$ cat config.mk
export PLATFORM = sky130hd
export DESIGN_NAME = membus_burst_seq
export DESIGN_NICKNAME = d
export VERILOG_FILES = /design/src/rtl/membus_burst_pkg.sv /design/src/rtl/membus_burst_dp.sv /design/src/rtl/membus_burst_ctrl.sv /design/src/rtl/membus_burst_seq.sv
export SDC_FILE = /design/constraint.sdc
export NUM_CORES = 1
export LEC_CHECK = 0
export ABC_AREA = 1
export CORE_UTILIZATION = 57
export DETAILED_ROUTE_END_ITERATION = 10
export DONT_BUFFER_PORTS = 1
export PLACE_DENSITY_LB_ADDON = 0.1
export SYNTH_ARGS = -nofsm -noshare
export SYNTH_HDL_FRONTEND = slang
export SYNTH_SLANG_ARGS = --single-unit
$ cat constraint.sdc
create_clock -name clk -period 4.1 [get_ports clk]
set_clock_uncertainty 0.05 [all_clocks]
set_input_delay 0.205 -clock clk [delete_from_list [all_inputs] [get_ports clk]]
set_output_delay 0.205 -clock clk [all_outputs]
set_load 0.005 [all_outputs]
$ cat src/rtl/membus_burst_pkg.sv
package membus_burst_pkg;

  localparam logic [2:0] OP_RD1  = 3'd0;
  localparam logic [2:0] OP_WR1  = 3'd1;
  localparam logic [2:0] OP_BWR  = 3'd2;
  localparam logic [2:0] OP_FILL = 3'd3;
  localparam logic [2:0] OP_BRD  = 3'd4;

  typedef enum logic [2:0] {
    ST_IDLE,
    ST_SETUP,
    ST_FETCH,
    ST_STROBE,
    ST_RECOV,
    ST_PUSH,
    ST_DONE
  } seqState_e;

  // strobes from control to datapath
  typedef struct packed {
    logic loadCmd;
    logic loadSrc;
    logic capture;
    logic step;
  } dpCtl_t;

endpackage

$ cat src/rtl/membus_burst_dp.sv
module membus_burst_dp
  import membus_burst_pkg::*;
#(
  parameter int ADDR_W = 19,
  parameter int DATA_W = 8
) (
  input  logic              clk,
  input  logic              rst_n,
  input  dpCtl_t            dpCtl,
  input  logic [ADDR_W-1:0] cmdAddr,
  input  logic [DATA_W-1:0] cmdData,
  input  logic [DATA_W-1:0] srcData,
  input  logic [DATA_W-1:0] busDin,
  output logic [ADDR_W-1:0] busAddr,
  output logic [DATA_W-1:0] busDout,
  output logic [DATA_W-1:0] rdData
);

  localparam logic [ADDR_W-1:0] ADDR_ONE = ADDR_W'(1);

  logic [ADDR_W-1:0] addrReg;
  logic [DATA_W-1:0] doutReg;
  logic [DATA_W-1:0] rdReg;

  // address counter: wraps naturally at 2^ADDR_W
  always_ff @(posedge clk or negedge rst_n) begin
    if (!rst_n) begin
      addrReg <= '0;
    end else if (dpCtl.loadCmd) begin
      addrReg <= cmdAddr;
    end else if (dpCtl.step) begin
      addrReg <= addrReg + ADDR_ONE;
    end
  end

  always_ff @(posedge clk or negedge rst_n) begin
    if (!rst_n) begin
      doutReg <= '0;
    end else if (dpCtl.loadCmd) begin
      doutReg <= cmdData;
    end else if (dpCtl.loadSrc) begin
      doutReg <= srcData;
    end
  end

  always_ff @(posedge clk or negedge rst_n) begin
    if (!rst_n) begin
      rdReg <= '0;
    end else if (dpCtl.capture) begin
      rdReg <= busDin;
    end
  end

  assign busAddr = addrReg;
  assign busDout = doutReg;
  assign rdData  = rdReg;

  // outgoing byte only moves on a load strobe
  p_dout_hold_r6: assert property (@(posedge clk) disable iff (!rst_n)
    (!dpCtl.loadCmd && !dpCtl.loadSrc) |=> $stable(busDout));

  // captured byte only moves on a capture strobe
  p_rd_hold_r8: assert property (@(posedge clk) disable iff (!rst_n)
    !dpCtl.capture |=> $stable(rdData));

endmodule

$ cat src/rtl/membus_burst_ctrl.sv
module membus_burst_ctrl
  import membus_burst_pkg::*;
#(
  parameter int LEN_W  = 16,
  parameter int WR_LOW = 2,
  parameter int RD_LOW = 3
) (
  input  logic             clk,
  input  logic             rst_n,
  input  logic             cmdValid,
  output logic             cmdReady,
  input  logic [2:0]       cmdOp,
  input  logic [LEN_W-1:0] cmdLen,
  input  logic             srcValid,
  output logic             srcReady,
  output logic             snkValid,
  input  logic             snkReady,
  output logic             done,
  output logic             mreqN,
  output logic             rdN,
  output logic             wrN,
  output logic             busDoe,
  output dpCtl_t           dpCtl
);

  localparam int MAX_LOW = (WR_LOW > RD_LOW) ? WR_LOW : RD_LOW;
  localparam int CNT_W   = $clog2(MAX_LOW + 1);
  localparam logic [CNT_W-1:0] WR_LAST = CNT_W'(WR_LOW - 1);
  localparam logic [CNT_W-1:0] RD_LAST = CNT_W'(RD_LOW - 1);
  localparam logic [LEN_W-1:0] LEN_ONE = LEN_W'(1);

  seqState_e        state, stateNxt;
  logic [2:0]       opReg;
  logic [LEN_W-1:0] remain;
  logic [LEN_W-1:0] effLen;
  logic [CNT_W-1:0] cnt;
  logic             isRead, isBurstWr, strobeLast, byteEnd, active;

  assign isRead     = (opReg == OP_RD1) || (opReg == OP_BRD);
  assign isBurstWr  = (opReg == OP_BWR);
  assign strobeLast = isRead ? (cnt == RD_LAST) : (cnt == WR_LAST);

  // singles are one byte, unknown codes are zero bytes
  always_comb begin
    unique case (cmdOp)
      OP_RD1, OP_WR1:          effLen = LEN_ONE;
      OP_BWR, OP_FILL, OP_BRD: effLen = cmdLen;
      default:                 effLen = '0;
    endcase
  end

  always_comb begin
    stateNxt = state;
    dpCtl    = '0;
    cmdReady = 1'b0;
    srcReady = 1'b0;
    snkValid = 1'b0;
    done     = 1'b0;
    byteEnd  = 1'b0;
    unique case (state)
      ST_IDLE: begin
        cmdReady = 1'b1;
        if (cmdValid) begin
          dpCtl.loadCmd = 1'b1;
          stateNxt = (effLen == '0) ? ST_DONE : ST_SETUP;
        end
      end
      ST_SETUP: stateNxt = ST_FETCH;
      ST_FETCH: begin
        srcReady = isBurstWr;
        if (!isBurstWr || srcValid) begin
          dpCtl.loadSrc = isBurstWr;
          stateNxt = ST_STROBE;
        end
      end
      ST_STROBE: begin
        if (strobeLast) begin
          dpCtl.capture = isRead;
          stateNxt = (opReg == OP_BRD) ? ST_PUSH : ST_RECOV;
        end
      end
      ST_RECOV: byteEnd = 1'b1;
      ST_PUSH: begin
        snkValid = 1'b1;
        byteEnd  = snkReady;
      end
      ST_DONE: begin
        done = 1'b1;
        stateNxt = ST_IDLE;
      end
      default: stateNxt = ST_IDLE;
    endcase
    if (byteEnd) begin
      if (remain == LEN_ONE) begin
        stateNxt = ST_DONE;
      end else begin
        dpCtl.step = 1'b1;
        stateNxt = ST_FETCH;
      end
    end
  end

  always_ff @(posedge clk or negedge rst_n) begin
    if (!rst_n) begin
      state  <= ST_IDLE;
      opReg  <= OP_RD1;
      remain <= '0;
      cnt    <= '0;
    end else begin
      state <= stateNxt;
      if (dpCtl.loadCmd) begin
        opReg  <= cmdOp;
        remain <= effLen;
      end else if (dpCtl.step) begin
        remain <= remain - LEN_ONE;
      end
      cnt <= (state == ST_STROBE) ? cnt + 1'b1 : '0;
    end
  end

  assign active = (state == ST_SETUP) || (state == ST_FETCH) || (state == ST_STROBE) ||
                  (state == ST_RECOV) || (state == ST_PUSH);
  assign mreqN  = !active;
  assign wrN    = !((state == ST_STROBE) && !isRead);
  assign rdN    = !((state == ST_STROBE) && isRead);
  assign busDoe = active && !isRead;

  // low-time counters kept only for the width checks
  logic [CNT_W:0] wrRun, rdRun;
  always_ff @(posedge clk or negedge rst_n) begin
    if (!rst_n) begin
      wrRun <= '0;
      rdRun <= '0;
    end else begin
      wrRun <= wrN ? '0 : wrRun + 1'b1;
      rdRun <= rdN ? '0 : rdRun + 1'b1;
    end
  end

  p_wr_width_r2: assert property (@(posedge clk) disable iff (!rst_n)
    $rose(wrN) |-> (wrRun == (CNT_W+1)'(WR_LOW)));

  p_rd_width_r3: assert property (@(posedge clk) disable iff (!rst_n)
    $rose(rdN) |-> (rdRun == (CNT_W+1)'(RD_LOW)));

  p_mreq_after_strobe_r2: assert property (@(posedge clk) disable iff (!rst_n)
    $rose(mreqN) |-> ($past(wrN) && $past(rdN)));

  p_strobe_in_mreq_r4: assert property (@(posedge clk) disable iff (!rst_n)
    (!wrN || !rdN) |-> !mreqN);

  p_sink_hold_r8: assert property (@(posedge clk) disable iff (!rst_n)
    (snkValid && !snkReady) |=> snkValid);

  p_done_idle_bus_r11: assert property (@(posedge clk) disable iff (!rst_n)
    done |-> (mreqN && !cmdReady));

  p_strobe_excl_r12: assert property (@(posedge clk) disable iff (!rst_n)
    !(!wrN && !rdN));

  p_doe_read_r12: assert property (@(posedge clk) disable iff (!rst_n)
    !rdN |-> !busDoe);

endmodule

$ cat src/rtl/membus_burst_seq.sv
module membus_burst_seq
  import membus_burst_pkg::*;
#(
  parameter int ADDR_W = 19,
  parameter int DATA_W = 8,
  parameter int LEN_W  = 16,
  parameter int WR_LOW = 2,
  parameter int RD_LOW = 3
) (
  input  logic              clk,
  input  logic              rst_n,
  input  logic              cmdValid,
  output logic              cmdReady,
  input  logic [2:0]        cmdOp,
  input  logic [ADDR_W-1:0] cmdAddr,
  input  logic [LEN_W-1:0]  cmdLen,
  input  logic [DATA_W-1:0] cmdData,
  input  logic              srcValid,
  output logic              srcReady,
  input  logic [DATA_W-1:0] srcData,
  output logic              snkValid,
  input  logic              snkReady,
  output logic [DATA_W-1:0] rdData,
  output logic              done,
  output logic [ADDR_W-1:0] busAddr,
  output logic              mreqN,
  output logic              rdN,
  output logic              wrN,
  output logic [DATA_W-1:0] busDout,
  output logic              busDoe,
  input  logic [DATA_W-1:0] busDin
);

  dpCtl_t dpCtl;

  membus_burst_ctrl #(
    .LEN_W (LEN_W),
    .WR_LOW(WR_LOW),
    .RD_LOW(RD_LOW)
  ) ctrl_i (
    .clk     (clk),
    .rst_n   (rst_n),
    .cmdValid(cmdValid),
    .cmdReady(cmdReady),
    .cmdOp   (cmdOp),
    .cmdLen  (cmdLen),
    .srcValid(srcValid),
    .srcReady(srcReady),
    .snkValid(snkValid),
    .snkReady(snkReady),
    .done    (done),
    .mreqN   (mreqN),
    .rdN     (rdN),
    .wrN     (wrN),
    .busDoe  (busDoe),
    .dpCtl   (dpCtl)
  );

  membus_burst_dp #(
    .ADDR_W(ADDR_W),
    .DATA_W(DATA_W)
  ) dp_i (
    .clk    (clk),
    .rst_n  (rst_n),
    .dpCtl  (dpCtl),
    .cmdAddr(cmdAddr),
    .cmdData(cmdData),
    .srcData(srcData),
    .busDin (busDin),
    .busAddr(busAddr),
    .busDout(busDout),
    .rdData (rdData)
  );

  // address and outgoing data must not move under a low strobe
  p_addr_steady_r5: assert property (@(posedge clk) disable iff (!rst_n)
    ((!wrN && $past(!wrN)) || (!rdN && $past(!rdN))) |-> $stable(busAddr));

  p_dout_steady_r6: assert property (@(posedge clk) disable iff (!rst_n)
    (!wrN && $past(!wrN)) |-> $stable(busDout));

endmodule

==> results.cfg, run 1 <==
[power]
clockPowerShare_pct = 16.6
p_per_area_mw_per_mm2 = 716
power_frac_seq_pct = 36.4
p_leak_nw = 2.11
switching_power_mw = 1.51
peakVddDrop_mv = 0.365
p_comb_share_pct = 47.0
netSwitchingFraction_pct = 46.8
intPower_mw = 1.72

[route]
met3_length_um = 910
avgRoutedWirePerCell_um = 15.7
drtIter0Drc = 284
wl_met2_um = 4890
viasPerCell = 5.66
first_pass_iters = 8
drc_errors = 11
routed_wl_um = 10400
via_count = 3761
wl_met1_um = 4400
highest_layer = met4
ant_nets = 0

[timing]
fmax_mhz = 347
finalSetupTns_ps = 0
hold_viol_final = 0
slew_viol_final = 0
slew-limit-headroom_pct = 36.6
tightestPinTransition_ps = 948
rsz0062_at_grt = no
period_minus_slack_ps = 2880
setup_viol = 0
period_share_pct = 70.2

[logic_synthesis]
syn_avg_cell_area_um2 = 7.12
synth_nets = 615
synth-main-ff-cell = dfrtp_1
netlist_area_mm2 = 0.00388
ys_types = 37
synth_cells = 545
synth_edf_count = 0
synthArstFlopShare_pct = 100
yosysSeqAreaShare_pct = 38.0
synth_warnings = 0
ys_ff_latch = 59

[cells_and_area]
final_common_cell = nand2_1
final_cell_mix = 148 x nand2_1, 71 x nor2_1, 59 x dfrtp_1
fin_util_pct = 69.9
layout.area.seq_mm2 = 0.00148
final_nets = 654
antenna_cells = 0
nFillCells = 523
multi_input_area_mm2 = 0.00204
synthToLayoutAreaGrowth_pct = 16.3
drive_gt1_share_pct = 10.0

[clock_network]
htree_levels = 3
clockRootBuffer = clkbuf_8
cts.sinks = 59
cts.path.max_buffers = 2
clkLatencyLatePin_ps = 340
cts_buffers = 9
cts_resized = 0
path_clk_slew_ps = 70
cts_tree = yes

[critical_path]
path_max_fanout = 47
worstSetupStartpointType = flip-flop
crit_path_end_kind = flip-flop
arrival_ps = 3100
worst_r2r_path_depth = 10
worst-setup-path-type = flip-flop to flip-flop
worst_ep_required_time_ps = 4320

[global_routing]
grt_max_degree = 60
antenna_found_initial = 0
grt_overflow = 0
grt_pass1_vias = 3557
grt_pass1_wl_um = 17100
grtUsageTotal_pct = 30.4

[worst_hold_path]
hold_path.class = primary input to flip-flop
hold_depth = 2

[floorplan]
io-pin-count = 110
fp.dieW_um = 84.5
start_util_pct = 60.1
die_y_um = 84.5
rows = 29
coreArea_mm2 = 0.00646
die_area_mm2 = 0.00715

[placed_design]
place_hpwl_um = 6870
port_buffers = 0
routabilityCongestion = 0.856

[outcome]
status = finished with violations
violations = design-rule violations

[job]
drv_cap = 0
layout make-up:
type | count | share of cell area [%]
clock buffers | 10 | 3.05
multi-input cells | 404 | 45.2
repair buffers | 45 | 10.3
clock inverters | 5 | 1.19
inverters | 65 | 5.43
well taps | 77 | 2.13
flip-flops and latches | 59 | 32.7
state kept, by name (all words and copies together) (netlist names):
signal,cells
dp_i.rdData,8
dp_i.busDout,8
ctrl_i.cnt,2
ctrl_i.remain,16
ctrl_i.state,3
dp_i.busAddr,19
ctrl_i.opReg,3
repair_timing:
item,4_1_cts,5_1_grt
setup buffers,0,0
hold endpoints to repair,92,0
hold buffers,43,0
final timing paths:
kind	startpoint	endpoint	slack (ps)
min reg2reg	ctrl_i.cnt[0]	ctrl_i.cnt[0]	450
max in group asynchronous	rst_n	ctrl_i.cnt[1]	3380
max	ctrl_i.state[1]	dp_i.busDout[1]	1220
min	cmdLen[7]	ctrl_i.remain[7]	20
min in group asynchronous	rst_n	dp_i.busDout[7]	370
max reg2reg	ctrl_i.state[1]	dp_i.busDout[1]	1220
power by group through the flow:
| stage | combinational (mW) | sequential (mW) | clock, mW |
|---|---|---|---|
| after floorplan | 1.20 | 1.10 | 0 |
| after global placement | 1.34 | 1.17 | 0 |
| after detailed placement | 1.38 | 1.18 | 0 |
| after CTS | 1.50 | 1.17 | 0.544 |
| after global routing | 1.72 | 1.22 | 0.566 |
| final | 1.52 | 1.18 | 0.536 |
worst max-delay path, cell delays in order (launching register included):
cell and delay, ps:
dfrtp_1 450, nor2_1 120, nand2_1 120, nor2_4 90, buf_4 390, inv_2 100
buf_4 320, nand2_2 290, nor2_1 70, a31oi_1 180, dlygate4sd3_1 590
per-stage QoR:
step | instances | hold WS, ps | area (um^2) | worst slack (ps) | power, mW
finish | 665 | 16.0 | 4520 | 1220 | 3.23
global route | 665 | 21.1 | 4520 | 1030 | 3.51
CTS | 665 | 1.86 | 4520 | 1350 | 3.21
detailed placement | 607 | -139 | 3880 | 1820 | 2.56
global placement | 607 | -139 | 3880 | 1900 | 2.50
floorplan | 545 | -141 | 3880 | 2540 | 2.30
synthesized netlist by cell type (5+ instances only):
cell type	n	area share (%)
o21ai_2	5	1.1
a21oi_1	11	1.4
inv_1	54	5.2
a31oi_1	14	2.3
buf_2	7	0.90
nand3_1	45	5.8
o211ai_1	9	1.7
dfrtp_1	59	38
o21ai_0	16	2.1
nor2_4	5	1.5
nand4_1	7	1.1
xor2_1	8	1.8
nand2_2	5	0.81
inv_2	10	0.97
nand2_1	148	14
o21ai_1	23	3.0
nor3_1	8	1.0
buf_6	6	1.7
nor2_1	71	6.9
cells by family after synthesis:
group / count (synthesis) / share of synthesized area, %
compound gates: 87 / 14.1
xor+xnor: 10 / 2.26
fa+ha+maj: 3 / 0.967
buf+inv: 82 / 9.35
flops: 59 / 38.0
simple gates: 304 / 35.4
routing by layer:
layer	up-vias	GRT usage (%)
met4	0	11.4
met2	190	49.9
met5	-	0
li1	1841	-
met3	24	6.29
met1	1706	39.7
No activity file was read; power rests on OpenSTA's default activity.
==> run 2: changes to the inputs <==
- ABC_AREA: 1 -> 0
- clock period: 4.1 -> 2.7 ns (I/O delays scaled with it)
==> results.cfg, run 2 <==
[outcome]
status = finished, final reports clean

[global_routing]
antenna_found_initial = 0
grtUsageTotal_pct = 28.7
grt_overflow = 0
grt_pass1_vias = 2952
grt_max_degree = 60
grt_pass1_wl_um = 14000

[clock_network]
htree_levels = 3
cts.sinks = 59
cts_tree = yes
cts.path.max_buffers = 2
cts_resized = 0
cts_buffers = 9
path_clk_slew_ps = 70
clockRootBuffer = clkbuf_8
clkLatencyLatePin_ps = 340

[timing]
setup_viol = 0
finalSetupTns_ps = 0
fmax_mhz = 435
rsz0062_at_grt = no
slew_viol_final = 0
slew-limit-headroom_pct = 34.7
fin_ws_ps = 402
hold_viol_final = 0
tightestPinTransition_ps = 979
period_share_pct = 85.1
period_minus_slack_ps = 2300

[critical_path]
path_cells = inv_1 -> ha_1 -> nor4b_1 -> and4_4 -> buf_4 -> nor4_1 -> a211oi_1 -> nor3_1
cpPeakStageDelay_ps = 400
worst_path_max_delay_cell = dfrtp_1
path_delay_family = simple AND/OR/NAND/NOR gates
worst-path-buf-inv = 2
critPathLaunch = ctrl_i.remain[1]
worst_ep_required_time_ps = 2870
worstSetupStartpointType = flip-flop
worst_r2r_path_depth = 8
r2r_end = dp_i.busAddr[11]
regToRegSetupSlack_ps = 400
reg2reg_from = ctrl_i.remain[1]
path_max_fanout = 19
crit_path_end_kind = flip-flop
worst-setup-path-type = flip-flop to flip-flop
arrival_ps = 2470

[route]
drtIter0Drc = 113
via_count = 2970
avgRoutedWirePerCell_um = 17.3
first_pass_iters = 4
ant_nets = 0
viasPerCell = 5.94
drc_errors = 0
routed_wl_um = 8650

[logic_synthesis]
yosysSeqAreaShare_pct = 42.6
synth.top_cells.by_area = dfrtp_1 43%, nand2_1 6.1%, xnor2_1 4.3%
synth_edf_count = 0
synth.most_common_cell = dfrtp_1
netlist_area_mm2 = 0.00347
synth_warnings = 0
syn_avg_cell_area_um2 = 9.43
ys_ff_latch = 59
synth_cells = 368
ys_types = 59
yosysTopAreaCellShare_pct = 42.6
synth-main-ff-cell = dfrtp_1
synth_largest_area_cell = dfrtp_1
synthTopCellsByCount = 59 x dfrtp_1, 56 x nand2_1, 23 x o21ai_0, 22 x nor2_1
synthArstFlopShare_pct = 100
synth_nets = 438

[power]
netSwitchingFraction_pct = 38.4
p_per_area_mw_per_mm2 = 975
p_leak_nw = 1.68
clockPowerShare_pct = 23.5
power_frac_seq_pct = 43.5
switching_power_mw = 1.60
finalPower_mw = 4.18
intPower_mw = 2.58
peakVddDrop_mv = 0.637
p_comb_share_pct = 33.0

[floorplan]
coreArea_mm2 = 0.00589
io-pin-count = 110
rows = 28
die_y_um = 80.0
fp.dieW_um = 80.0
die_area_mm2 = 0.00640
start_util_pct = 58.9

[placed_design]
place_hpwl_um = 5630
routabilityCongestion = 0.864
port_buffers = 0
dp_slack_ps = 401
placed_area_mm2 = 0.00347

[worst_hold_path]
min_to = dp_i.busDout[5]
min_from = srcData[5]
hold_path.class = primary input to flip-flop
hold_depth = 2

[cells_and_area]
nFillCells = 437
drive_gt1_share_pct = 12.0
final_area_mm2 = 0.00429
largest_reg_flops = 19
antenna_cells = 0
final_nets = 490
synthToLayoutAreaGrowth_pct = 23.5
final_common_cell = dfrtp_1
final_cell_mix = 59 x dfrtp_1, 56 x nand2_1, 54 x dlygate4sd3_1

[job]
drv_cap = 0
-- run 2: cell types whose count changed in the layout (fill, tap and decap cells not counted), sizes merged, moves of 15 or more --
cell,before,now
nand2,156,57
nor4,0,16
inv,64,5
nor2,78,23
nand3,45,15
xnor2,2,17
-- run 2: layer usage --
layer  wire, um  vias up  track usage (%)
li1           -     1435                -
met1       3690     1430             36.7
met2       4320       95             48.3
met3        516       10             5.71
met4        125        0             10.2
met5          0        -                0
-- run 2: worst max path at each step --
stage	end	slack [ps]	depth (start not counted)
2_1_floorplan	ctrl_i.remain[9]	850	8
3_3_place_gp	ctrl_i.remain[0]	510	8
3_5_place_dp	ctrl_i.remain[13]	400	8
4_1_cts	ctrl_i.remain[13]	390	8
5_1_grt	ctrl_i.remain[0]	170	8
6_report	dp_i.busAddr[11]	400	8
-- run 2: cells by family (layout without fill, tap and decap cells) --
group	after synthesis	count (layout)	share of synthesized area (%)
XOR/XNOR	18	18	4.54
multiplexers	20	20	6.13
buffers and inverters	23	80	4.07
flip-flops	59	59	42.6
adder cells (fa/ha/maj)	3	3	1.08
AND/OR/NAND/NOR	170	170	28.6
AO/OA/AOI/OAI	75	75	13.0
-- run 2: cell type report --
cell class,count,area [um^2],share of cell area [%]
Multi-Input combinational cell,286,1850,43.2
Sequential cell,59,1480,34.4
Timing Repair Buffer,59,598,14.0
Clock buffer,13,179,4.17
Tap cell,75,93.8,2.19
Clock inverter,3,67.6,1.58
Inverter,5,18.8,0.438
-- run 2: power groups by stage --
stage	Clock (mW)	Sequential (mW)	Combinational, mW
2_1_floorplan	0	1.66	1.15
3_3_place_gp	0	1.81	1.24
5_1_grt	1.03	1.89	1.56
6_report	0.983	1.82	1.38
4_1_cts	0.980	1.81	1.38
3_5_place_dp	0	1.82	1.28
-- run 2: timing repair --
action,CTS,global route
hold endpoints to repair,106,0
buffers inserted,0,0
hold buffers,55,0
-- run 2: worst register-to-register path, cell delays in order, from the launching register on --
cell,delay (ps)
dfrtp_1,400
inv_1,90
ha_1,190
nor4b_1,410
and4_4,320
buf_4,280
nor4_1,130
a211oi_1,250
nor3_1,60
-- run 2: metrics by stage --
stage	utilization (%)	hold slack, ps	instances
floorplan	-	-211	368
CTS	72.8	3.07	500
global placement	59.0	-209	429
finish	72.8	2.08	500
global route	72.8	18.0	500
detailed placement	59.0	-209	429
